**src/rtl/pfq_pkg.sv**
```systemverilog
package pfq_pkg;
    localparam logic [3:0] FS_NONE   = 4'b0000;
    localparam logic [3:0] FS_IFETCH = 4'b0100;
    localparam logic [3:0] FS_OPWR   = 4'b1000;
    localparam logic [3:0] FS_WPROT  = 4'b1001;
    localparam logic [3:0] FS_OPRD   = 4'b1100;

    typedef enum logic {
        ARB_IDLE,
        ARB_POST
    } arb_state_e;
endpackage

```
**src/rtl/pfq_queue.sv**
```systemverilog
module pfq_queue #(
    parameter int DEPTH = 4,
    parameter int W     = 16
) (
    input  logic         clk,
    input  logic         rst_n,
    input  logic         push_vld,
    input  logic [W-1:0] push_data,
    input  logic         push_err,
    output logic         push_rdy,
    input  logic         flush,
    input  logic         pop,
    output logic         head_vld,
    output logic [W-1:0] head_data,
    output logic         head_err
);
    localparam int PW = (DEPTH > 1) ? $clog2(DEPTH) : 1;
    localparam logic [PW-1:0] LAST = PW'(DEPTH - 1);

    logic [W-1:0]  data_q [DEPTH];
    logic [DEPTH-1:0] err_q;
    logic [DEPTH-1:0] vld_q;
    logic [PW-1:0] wr_ptr, rd_ptr;
    logic do_push, do_pop;

    assign push_rdy  = ~vld_q[wr_ptr];
    assign head_vld  = vld_q[rd_ptr];
    assign head_data = data_q[rd_ptr];
    assign head_err  = err_q[rd_ptr];
    assign do_push   = push_vld & push_rdy & ~flush;
    assign do_pop    = pop & head_vld & ~flush;

    always_ff @(posedge clk) begin
        if (!rst_n || flush) begin
            vld_q  <= '0;
            err_q  <= '0;
            wr_ptr <= '0;
            rd_ptr <= '0;
        end else begin
            if (do_push) begin
                data_q[wr_ptr] <= push_data;
                err_q[wr_ptr]  <= push_err;
                vld_q[wr_ptr]  <= 1'b1;
                wr_ptr         <= (wr_ptr == LAST) ? '0 : wr_ptr + 1'b1;
            end
            if (do_pop) begin
                vld_q[rd_ptr] <= 1'b0;
                err_q[rd_ptr] <= 1'b0;
                rd_ptr        <= (rd_ptr == LAST) ? '0 : rd_ptr + 1'b1;
            end
        end
    end
endmodule

```
**src/rtl/pfq_fault_arb.sv**
```systemverilog
module pfq_fault_arb
    import pfq_pkg::*;
#(
    parameter int VW             = 8,
    parameter logic [VW-1:0] ACC_VEC = 8'd2
) (
    input  logic          clk,
    input  logic          rst_n,
    input  logic          if_fault,
    input  logic          rd_err,
    input  logic          wr_err,
    input  logic          wr_prot,
    input  logic          irq_req,
    input  logic [VW-1:0] irq_vec,
    input  logic          ack,
    output logic          req,
    output logic [3:0]    fs,
    output logic [VW-1:0] vec
);
    arb_state_e state_q, state_d;
    logic p_rd, p_if, p_wr, p_irq;
    logic [3:0]    p_wr_code;
    logic [VW-1:0] p_irq_vec;
    logic any_pend, grant;
    logic clr_rd, clr_if, clr_wr, clr_irq;
    logic [3:0]    sel_fs;
    logic [VW-1:0] sel_vec;
    logic [3:0]    fs_q;
    logic [VW-1:0] vec_q;

    assign any_pend = p_rd | p_if | p_wr | p_irq;
    assign grant    = (state_q == ARB_IDLE) && any_pend;

    // Fixed priority: read, fetch, write, interrupt
    always_comb begin
        clr_rd  = 1'b0;
        clr_if  = 1'b0;
        clr_wr  = 1'b0;
        clr_irq = 1'b0;
        sel_fs  = FS_NONE;
        sel_vec = ACC_VEC;
        if (p_rd) begin
            clr_rd = grant;
            sel_fs = FS_OPRD;
        end else if (p_if) begin
            clr_if = grant;
            sel_fs = FS_IFETCH;
        end else if (p_wr) begin
            clr_wr = grant;
            sel_fs = p_wr_code;
        end else begin
            clr_irq = grant;
            sel_vec = p_irq_vec;
        end
    end

    always_comb begin
        state_d = state_q;
        unique case (state_q)
            ARB_IDLE: if (any_pend) state_d = ARB_POST;
            ARB_POST: if (ack)      state_d = ARB_IDLE;
            default:                state_d = ARB_IDLE;
        endcase
    end

    always_ff @(posedge clk) begin
        if (!rst_n) state_q <= ARB_IDLE;
        else        state_q <= state_d;
    end

    always_ff @(posedge clk) begin
        if (!rst_n) begin
            fs_q  <= FS_NONE;
            vec_q <= '0;
        end else if (grant) begin
            fs_q  <= sel_fs;
            vec_q <= sel_vec;
        end
    end

    always_ff @(posedge clk) begin
        if (!rst_n) begin
            p_rd      <= 1'b0;
            p_if      <= 1'b0;
            p_wr      <= 1'b0;
            p_irq     <= 1'b0;
            p_wr_code <= FS_OPWR;
            p_irq_vec <= '0;
        end else begin
            p_rd  <= (p_rd  & ~clr_rd)  | rd_err;
            p_if  <= (p_if  & ~clr_if)  | if_fault;
            p_wr  <= (p_wr  & ~clr_wr)  | wr_err;
            p_irq <= (p_irq & ~clr_irq) | irq_req;
            if (wr_err)  p_wr_code <= wr_prot ? FS_WPROT : FS_OPWR;
            if (irq_req) p_irq_vec <= irq_vec;
        end
    end

    assign req = (state_q == ARB_POST);
    assign fs  = fs_q;
    assign vec = vec_q;
endmodule

```
**src/rtl/pfq_fault_ctrl.sv**
```systemverilog
module pfq_fault_ctrl #(
    parameter int DEPTH = 4,
    parameter int W     = 16,
    parameter int VW    = 8,
    parameter logic [VW-1:0] ACC_VEC = 8'd2
) (
    input  logic          clk,
    input  logic          rst_n,
    input  logic          fetch_valid,
    input  logic [W-1:0]  fetch_data,
    input  logic          fetch_err,
    output logic          fetch_ready,
    input  logic          flush,
    output logic          dec_avail,
    output logic [W-1:0]  dec_word,
    input  logic          dec_take,
    input  logic          rd_err,
    input  logic          wr_err,
    input  logic          wr_prot,
    input  logic          irq_req,
    input  logic [VW-1:0] irq_vec,
    output logic          exc_req,
    output logic [3:0]    exc_fs,
    output logic [VW-1:0] exc_vec,
    input  logic          exc_ack
);
    logic head_vld, head_err, pop, if_fault;

    // A flush voids any consume in the same cycle
    assign pop      = dec_take & head_vld & ~flush;
    assign if_fault = pop & head_err;

    pfq_queue #(.DEPTH(DEPTH), .W(W)) u_queue (
        .clk       (clk),
        .rst_n     (rst_n),
        .push_vld  (fetch_valid),
        .push_data (fetch_data),
        .push_err  (fetch_err),
        .push_rdy  (fetch_ready),
        .flush     (flush),
        .pop       (pop),
        .head_vld  (head_vld),
        .head_data (dec_word),
        .head_err  (head_err)
    );

    pfq_fault_arb #(.VW(VW), .ACC_VEC(ACC_VEC)) u_arb (
        .clk      (clk),
        .rst_n    (rst_n),
        .if_fault (if_fault),
        .rd_err   (rd_err),
        .wr_err   (wr_err),
        .wr_prot  (wr_prot),
        .irq_req  (irq_req),
        .irq_vec  (irq_vec),
        .ack      (exc_ack),
        .req      (exc_req),
        .fs       (exc_fs),
        .vec      (exc_vec)
    );

    assign dec_avail = head_vld;
endmodule

```
**config.mk**
```make
export PLATFORM = sky130hd
export DESIGN_NAME = pfq_fault_ctrl
export DESIGN_NICKNAME = d
export VERILOG_FILES = /design/src/rtl/pfq_pkg.sv /design/src/rtl/pfq_queue.sv /design/src/rtl/pfq_fault_arb.sv /design/src/rtl/pfq_fault_ctrl.sv
export SDC_FILE = /design/constraint.sdc
export NUM_CORES = 1
export LEC_CHECK = 0
export CELL_PAD_IN_SITES_DETAIL_PLACEMENT = 1
export CELL_PAD_IN_SITES_GLOBAL_PLACEMENT = 2
export CORE_ASPECT_RATIO = 0.75
export CORE_MARGIN = 4
export CORE_UTILIZATION = 45
export DETAILED_ROUTE_END_ITERATION = 12
export DONT_BUFFER_PORTS = 1
export GPL_ROUTABILITY_DRIVEN = 0
export GPL_TIMING_DRIVEN = 0
export PLACE_DENSITY_LB_ADDON = 0.1
export SLEW_MARGIN = 30
export SYNTH_ARGS = -nofsm -noshare
export SYNTH_HDL_FRONTEND = slang
export SYNTH_SLANG_ARGS = --single-unit
```
**constraint.sdc**
```tcl
create_clock -name clk -period 2.6 [get_ports clk]
set_clock_uncertainty 0.2 [all_clocks]
set_input_delay 0.13 -clock clk [delete_from_list [all_inputs] [get_ports clk]]
set_output_delay 0.13 -clock clk [all_outputs]
set_load 0.005 [all_outputs]
```
# After elaboration in Yosys (flattened, before gate mapping)
# Memories as Yosys holds them, arrays and structs flattened. A register that Yosys moved wholly into a read port is not among the register bits.
# Cells that the tools add are included.
# totals
reg_bits	41
latch_bits	0
mem_bits_rw	64
rom_bits	0
in_bits	35
output_inout_bits	31
word_cells	99
memories	1
# memory_table
name	words	word_bits	rd	rd_clocked_by_memory_dff	wr	line_no	source
u_queue.data_q	4	16	1	1	1	pfq_queue.sv:20	logic [W-1:0] data_q [DEPTH];
# op_classes
add_sub_neg	2
n_mul	0
div_mod_pow	0
magnitude_cmp	4
eq_ne	2
shift	0
muxes	43
n_bitwise	29
n_reduce_logical	5
# ops
cell	count
4-bit 2-to-1 mux	9
8-bit 2-to-1 mux	3
1-bit 2-to-1 mux	20
1-bit AND	11
4-bit AND	2
2-bit 2-to-1 mux	4
1-bit inverter	7
1-bit bitwise OR	7
1-bit binary-select mux with 2-bit select	3
2-bit by 3-bit less-than comparator with 1-bit output, second input constant	2
2-bit by 1-bit adder with 2-bit output, second input constant	2
4-bit bitwise mux	1
1-bit demux with 2-bit select	2
2-bit equality test, second input constant	2
2-bit by 1-bit >= comparator with 1-bit output, second input constant	2
4-bit inverter	1
4-bit bitwise OR	1
1-bit logical AND	3
1-bit case mux with 2 select lines	1
1-bit logical NOT	1
1-bit logical OR	1

# Longest topological paths before layout
# Gate-level depths: netlist (run 1).
# depth
ltp_word	10
depth_mapped	5
mapped_depth_nobuf	4

# By module
# Synthesis (run 1) repeated with hierarchy kept, for this count alone.
# unflattened
cells_unflattened	261
hier_area_um2	4055.1
# modules_own_cells
module	n_inst	cells_per_inst	area_each_um2	seq_area_each_um2
pfq_queue	1	171	3098.0	2202.1
pfq_fault_arb	1	88	937.1	500.5
pfq_fault_ctrl	1	2	20.0	0.0

# Worst setup path after synthesis (run 1)
# Ideal clock, no wire load.
# synth_timing
path_kind	register to register
startpoint	register u_queue.wr_ptr[1]
endpoint	memory u_queue.data_q[3][0] (enable)
setup_time_ns	0.374
arrival_ns	1.716
required_time_ns	2.026
slack_ns	0.311
stages_incl_launch_ff	5
synth_period_minus_slack_ns	2.289
path_cell_list	dfxtp_1 -> mux2_2 -> o22ai_4 -> buf_4 -> and3_1
# synth_between
elab_chain_cells	8
# synth_lines
element	line_no	source
from (decl)	pfq_queue.sv:23	logic [PW-1:0] wr_ptr, rd_ptr;
from (signal assigned)	pfq_queue.sv:44	wr_ptr <= (wr_ptr == LAST) ? '0 : wr_ptr + 1'b1;
1-bit binary-select mux with 2-bit select	pfq_queue.sv:26	assign push_rdy = ~vld_q[wr_ptr];
1-bit 2-to-1 mux (not written as such)	pfq_queue.sv:26	
1-bit inverter	pfq_queue.sv:26	
1-bit AND (2 in a row)	pfq_queue.sv:30	assign do_push = push_vld & push_rdy & ~flush;
1-bit 2-to-1 mux	pfq_queue.sv:40	if (do_push) begin
1-bit 2-to-1 mux	pfq_queue.sv:34	if (!rst_n || flush) begin
1-bit 2-to-1 mux (not written as such)	pfq_queue.sv:41	data_q[wr_ptr] <= push_data;
to (decl)	pfq_queue.sv:20	
# Parallel ways exist; a longest one is shown, timed or not. The select of a mux whose other input is x is not followed.

# Worst setup path in the final report (run 1)
# Same ends and word-level chain as after synthesis.

==> results of run 1 <==
-- layout by cell type, fill, tap and decap left out, types with 2 or more instances in the layout --
cell	instances
a211oi_1	4
a21bo_2	4
a21boi_0	2
a21oi_1	7
a221oi_2	4
a22o_1	7
and3_2	2
and3_4	2
buf_2	2
buf_4	2
clkbuf_1	10
clkbuf_16	9
dfxtp_1	39
dlygate4sd3_1	33
edfxtp_1	64
ha_1	8
inv_1	6
mux2_2	2
mux2i_1	14
mux4_2	17
nand2_1	3
nand2b_1	2
nand3_1	4
nor2_1	9
nor2b_1	12
o211a_1	2
o21a_1	4
-- cells by family after synthesis --
| logic type | count (synthesis) | share of synthesized area, % |
|---|---|---|
| flip-flops | 103 | 66.9 |
| AND/OR/NAND/NOR | 41 | 5.83 |
| AO/OA/AOI/OAI | 38 | 8.21 |
| multiplexers | 34 | 14.2 |
| buffers and inverters | 20 | 2.29 |
| adder cells (fa/ha/maj) | 8 | 2.48 |
| other | 1 | 0.0929 |
-- stage by stage --
step	utilization, %	setup TNS, ns	hold slack (ns)	cell area (um2)	worst slack [ns]
floorplan	-	0	0.0289	4040	0.311
global placement	48.5	-11.23	0.0290	4170	-0.195
detailed placement	48.5	-12.90	0.0291	4170	-0.224
CTS	55.8	0	0.0140	4800	0.0754
global route	55.9	-0.279	0.0221	4800	-0.0133
finish	55.9	0	0.0175	4800	0.121
-- critical path, stage by stage, from the launching register on --
cell,delay (ns)
dfxtp_1,0.44
mux2_2,0.41
o22ai_4,0.32
buf_4,0.26
and3_2,0.50
-- state kept, by name, summed over array words and instances, names as in the netlist, 2 cells and up, named ones only --
| name | flops |
|---|---|
| u_arb.p_irq_vec | 8 |
| u_queue.wr_ptr | 2 |
| u_queue.vld_q | 4 |
| u_arb.fs | 3 |
| u_queue.rd_ptr | 2 |
| u_arb.vec | 8 |
| u_queue.err_q | 4 |
| u_queue.data_q | 64 |
-- Yosys cell counts (2+ instances only) --
library cell  instances  share of area (%)
a21bo_2               4               0.99
nor2b_1              12                1.9
o211a_1               2               0.50
o21a_1                4               0.74
dfxtp_1              39                 19
a22o_1                7                1.5
nand2_1               3               0.28
buf_4                 2               0.37
buf_2                 2               0.25
a221oi_2              4                1.5
ha_1                  8                2.5
nand3_1               4               0.50
and3_1                4               0.62
mux2_2                2               0.56
a211oi_1              4               0.74
mux4_2               17                9.5
inv_1                 6               0.56
nor2_1                9               0.84
clkbuf_1              9               0.84
mux2i_1              14                3.5
nand2b_1              2               0.31
a21boi_0              2               0.37
a21oi_1               7               0.87
edfxtp_1             64                 48
-- what timing repair did --
item	CTS	global route
gates resized for setup	4	2
setup endpoints to repair	64	64
hold buffers	33	0
hold endpoints to repair	85	0
-- worst min path at each step --
stage                               from                         endpoint  slack [ns]  cells after the start
after CTS                          rst_n            u_arb.p_if$_SDFF_PN0_        0.01                      2
after global placement    fetch_data[14]  u_queue.data_q[0][14]$_DFFE_PP_        0.03                      0
after floorplan            fetch_data[0]   u_queue.data_q[0][0]$_DFFE_PP_        0.03                      0
after global routing               rst_n            u_arb.p_if$_SDFF_PN0_        0.02                      2
after detailed placement   fetch_data[3]   u_queue.data_q[2][3]$_DFFE_PP_        0.03                      0
final                              rst_n            u_arb.p_if$_SDFF_PN0_        0.02                      2
-- power groups by stage --
stage | sequential [W] | combinational, W | clock [W]
finish | 0.00179 | 0.000177 | 0.00129
global route | 0.00179 | 0.000195 | 0.00141
CTS | 0.00179 | 0.000177 | 0.00133
detailed placement | 0.00182 | 0.000124 | 0
global placement | 0.00182 | 0.000122 | 0
floorplan | 0.00182 | 0.0000965 | 0
-- per-layer routing --
layer	up-vias	GRT usage, %	share of wire (%)
met5	-	0	0
met4	0	4.69	1.1
met3	9	6.15	5.5
met2	50	23.9	46
met1	1090	22.9	47
li1	1034	-	-
-- cell type report --
type / instances / area (um2)
well taps: 108 / 135
flip-flops and latches: 103 / 2700
repair buffers: 33 / 330
clock inverters: 6 / 60.1
plain buffers: 14 / 70.1
inverters: 6 / 22.5
multi-input cells: 122 / 1250
fillers: 797 / 3790
clock buffers: 10 / 229
==> impl_metrics.yaml, run 1 <==
power_and_ir_drop:
  p_int_w: 0.00260
  power.clock.fraction_pct: 39.7
  switching_share_pct: 20.2
  irDropWorstVdd_mv: 0.426
  p_sw_w: 0.000658
  p_comb_share_pct: 5.4
  total_power_w: 0.00325
  leakage_nw: 1.63
  power_density_nw_per_um2: 677
  seq_power_share_pct: 54.9
job:
  cap_viol_max_count: 0
detailed_routing:
  drc: 0
  wl_um: 8190
  drt_iter0_drc: 114
  wl_per_cell_um: 20.4
  route.vias.total: 2183
  viasPerCell: 5.43
  firstDrtPassIters: 4
  antenna_left: 0
synth:
  synth_flop_cell: "edfxtp_1"
  synth-seq-cells: 103
  syn_avg_cell_area_um2: 16.5
  netlist_area_um2: 4040
  yosysSeqAreaShare_pct: 66.9
  yosys_warnings: 0
  syn_nets: 288
  synth_edf_count: 64
  synth_async_sr_flop_share_pct: 0
  yosysUniqueCellTypes: 38
  synthCells: 245
timing:
  setup_viol: 0
  worst_pin_slew_ns: 0.709
  finalMaxSlewViolations: 0
  timing.final.crit_share_pct: 95.3
  rsz0062_at_grt: "true"
  max_slew_margin_pct: 52.8
  finalHoldViolCount: 0
  period_minus_slack_ns: 2.48
  fmax_mhz: 403
clocking:
  post_cts_buffers: 0
  clk_pin_slew_worst_paths_ns: 0.06
  root_buffer: "clkbuf_16"
  cts_max_level: 3
  cts-buffers-inserted: 9
  cts.sinks: 103
  cts.path.max_buffers: 2
  cts_tree: "done"
  clock_latency_ns: 0.34
critical_path:
  r2r_cells: 4
  required_ns: 2.38
  startpoint: "u_queue.wr_ptr[1]$_SDFFE_PP0N_"
  cp-end-kind: "flip-flop"
  cp_max_fo: 16
  worstSetupEndpoint: "u_queue.data_q[3][0]$_DFFE_PP_"
  r2r_slack_ns: 0.12
  start_kind: "flip-flop"
  cp.arrival_ns: 2.26
  r2r_start: "u_queue.wr_ptr[1]$_SDFFE_PP0N_"
  worstSetupPathType: "reg2reg"
  r2r-end: "u_queue.data_q[3][0]$_DFFE_PP_"
floorplan:
  design.core.area_um2: 8600
  rows: 29
  num_io_pins: 66
  die_h_um: 90.0
  fp.dieArea_um2: 10600
  start_util_pct: 47.0
  die_w_um: 117
outcome:
  status: "complete, no violations"
global_routing:
  grt_pass1_wl_um: 13000
  antenna_found_initial: 0
  overflow: 0
  grt_start_max_net_pins: 17
  grt_pass1_vias: 2316
  grt_use_total_pct: 16.3
placed_design:
  dp_hpwl_um: 5370
  io_buffers: 0
  dp_cells: 353
finish:
  drive_gt1_share_pct: 17.7
  antenna_cells: 0
  final_cells: 402
  area_growth_pct: 19.0
  layout.nets: 332
hold_path:
  hp-class: "in2reg"
Power figures use the tool's default switching activity.
==> run 2: changes to the inputs <==
- clock period: 2.6 -> 2.8 ns (I/O delays scaled with it)
==> run 2 against run 1 <==
Net effect: count of clock-buffer cells in the layout unchanged; non-clock buffer count down 2; sequential power down 7%; combinational power down 9.6%; die area unchanged; the flow now finishes with violations (negative hold slack); largest power group unchanged; first-iteration DRC count down 2.6%; utilization down 0.32 points; total power down 7.1%; critical path depth unchanged; global-route usage down 0.082 points; register-to-register slack better by 0.21 ns.
==> impl_metrics.yaml, run 2 (synthesis results as in run 1) <==
critical_path:
  worstSetupPathType: "reg2reg"
  cp-end-kind: "flip-flop"
  start_kind: "flip-flop"
  cp_max_fo: 16
  r2r_slack_ns: 0.33
  cp.arrival_ns: 2.26
  r2r_cells: 4
  required_ns: 2.58
detailed_routing:
  drc: 0
  viasPerCell: 5.49
  wl_per_cell_um: 20.4
  route.vias.total: 2194
  wl_um: 8170
  drt_iter0_drc: 111
  antenna_left: 0
  firstDrtPassIters: 4
timing:
  finalHoldViolCount: 3
  finalMaxSlewViolations: 0
  worst_pin_slew_ns: 0.728
  setup_viol: 0
  timing.final.crit_share_pct: 88.3
  max_slew_margin_pct: 51.5
  fin_ws_ns: 0.328
  tns_ns: 0
  period_minus_slack_ns: 2.47
  fmax_mhz: 404
  rsz0062_at_grt: "false"
  hold-worst-slack_ns: -0.00286
job:
  cap_viol_max_count: 0
finish:
  fillCellCount: 795
  final_cell_mix: "edfxtp_1, dfxtp_1, dlygate4sd3_1"
  largest_reg_flops: 64
  drive_gt1_share_pct: 17.8
  final_common_cell: "edfxtp_1"
  postLayoutCellArea_um2: 4780
  layout.nets: 330
  largest_register: "u_queue.data_q"
  area_growth_pct: 18.3
  antenna_cells: 0
  final_cells: 400
clocking:
  cts.sinks: 103
  clk_pin_slew_worst_paths_ns: 0.06
  cts-buffers-inserted: 9
  root_buffer: "clkbuf_16"
  cts.path.max_buffers: 2
  post_cts_buffers: 0
  cts_max_level: 3
  cts_tree: "done"
  clock_latency_ns: 0.34
power_and_ir_drop:
  irDropWorstVdd_mv: 0.396
  power_density_nw_per_um2: 633
  leakage_nw: 1.62
floorplan:
  fp.dieArea_um2: 10600
  design.core.area_um2: 8600
  num_io_pins: 66
  start_util_pct: 47.0
  rows: 29
  die_w_um: 117
  die_h_um: 90.0
global_routing:
  overflow: 0
  grt_pass1_wl_um: 13000
  grt_pass1_vias: 2310
  grt_use_total_pct: 16.3
  grt_start_max_net_pins: 17
  antenna_found_initial: 0
placed_design:
  dp_slack_ns: -0.0238
  dp_hpwl_um: 5370
  placed_area_um2: 4170
  io_buffers: 0
  dp_cells: 353
outcome:
  status: "finished with violations"
  failed_checks: "negative hold slack"
hold_path:
  hp-class: "in2reg"
  whs_path_depth: 2
-- run 2: cell type report --
class | count | area [um2] | share of cell area [%]
clock buffer | 10 | 229 | 4.79
buffer | 14 | 70.1 | 1.47
sequential | 103 | 2700 | 56.6
inverter | 6 | 22.5 | 0.471
timing repair buffer | 31 | 310 | 6.50
clock inverter | 6 | 60.1 | 1.26
tap | 108 | 135 | 2.83
multi-input combinational | 122 | 1250 | 26.1
-- run 2: final timing paths --
path | to | start
worst max-delay path | u_queue.data_q[1][7]$_DFFE_PP_ | u_queue.wr_ptr[1]$_SDFFE_PP0N_
worst min-delay path | u_arb.p_irq$_SDFF_PN0_ | rst_n
worst max register to register | u_queue.data_q[1][7]$_DFFE_PP_ | u_queue.wr_ptr[1]$_SDFFE_PP0N_
worst min register to register | u_arb.vec[5]$_SDFFE_PN0P_ | u_arb.p_irq_vec[5]$_SDFFE_PN0P_
-- run 2: worst max-delay path: stages, from the launching register on --
cell and delay, ns:
dfxtp_1 0.44, mux2_2 0.41, o22ai_4 0.32, buf_4 0.25
and3_2 0.50
-- run 2: per-layer routing --
metal | track usage, % | vias up | wire, um | share of wire, %
met2 | 23.8 | 48 | 3770 | 46
met4 | 4.69 | 0 | 103 | 1.3
li1 | - | 1031 | - | -
met3 | 6.15 | 10 | 449 | 5.5
met5 | 0 | - | 0 | 0
met1 | 22.7 | 1105 | 3840 | 47
-- run 2: per-stage QoR --
step | power [W] | utilization [%] | hold WS (ns)
floorplan | 0.00178 | - | 0.0389
global placement | 0.00180 | 48.5 | 0.0390
detailed placement | 0.00181 | 48.5 | 0.0391
CTS | 0.00305 | 55.5 | 0.000639
global route | 0.00315 | 55.6 | 0.0205
finish | 0.00302 | 55.6 | -0.00286
-- run 2: timing repair --
| item | CTS | global route |
|---|---|---|
| setup endpoints to repair | 32 | 32 |
| endpoints found under the hold margin | 80 | 0 |
| gates cloned | 0 | 0 |
| resized for setup | 2 | 2 |
| hold buffers | 31 | 0 |
-- run 2: where the power goes --
group	switching, W	leakage [nW]	internal, W
Combinational	0.0000816	0.587	0.0000783
Sequential	0.0000176	0.896	0.00164
Clock	0.000516	0.136	0.000689
Total	0.000615	1.62	0.00241
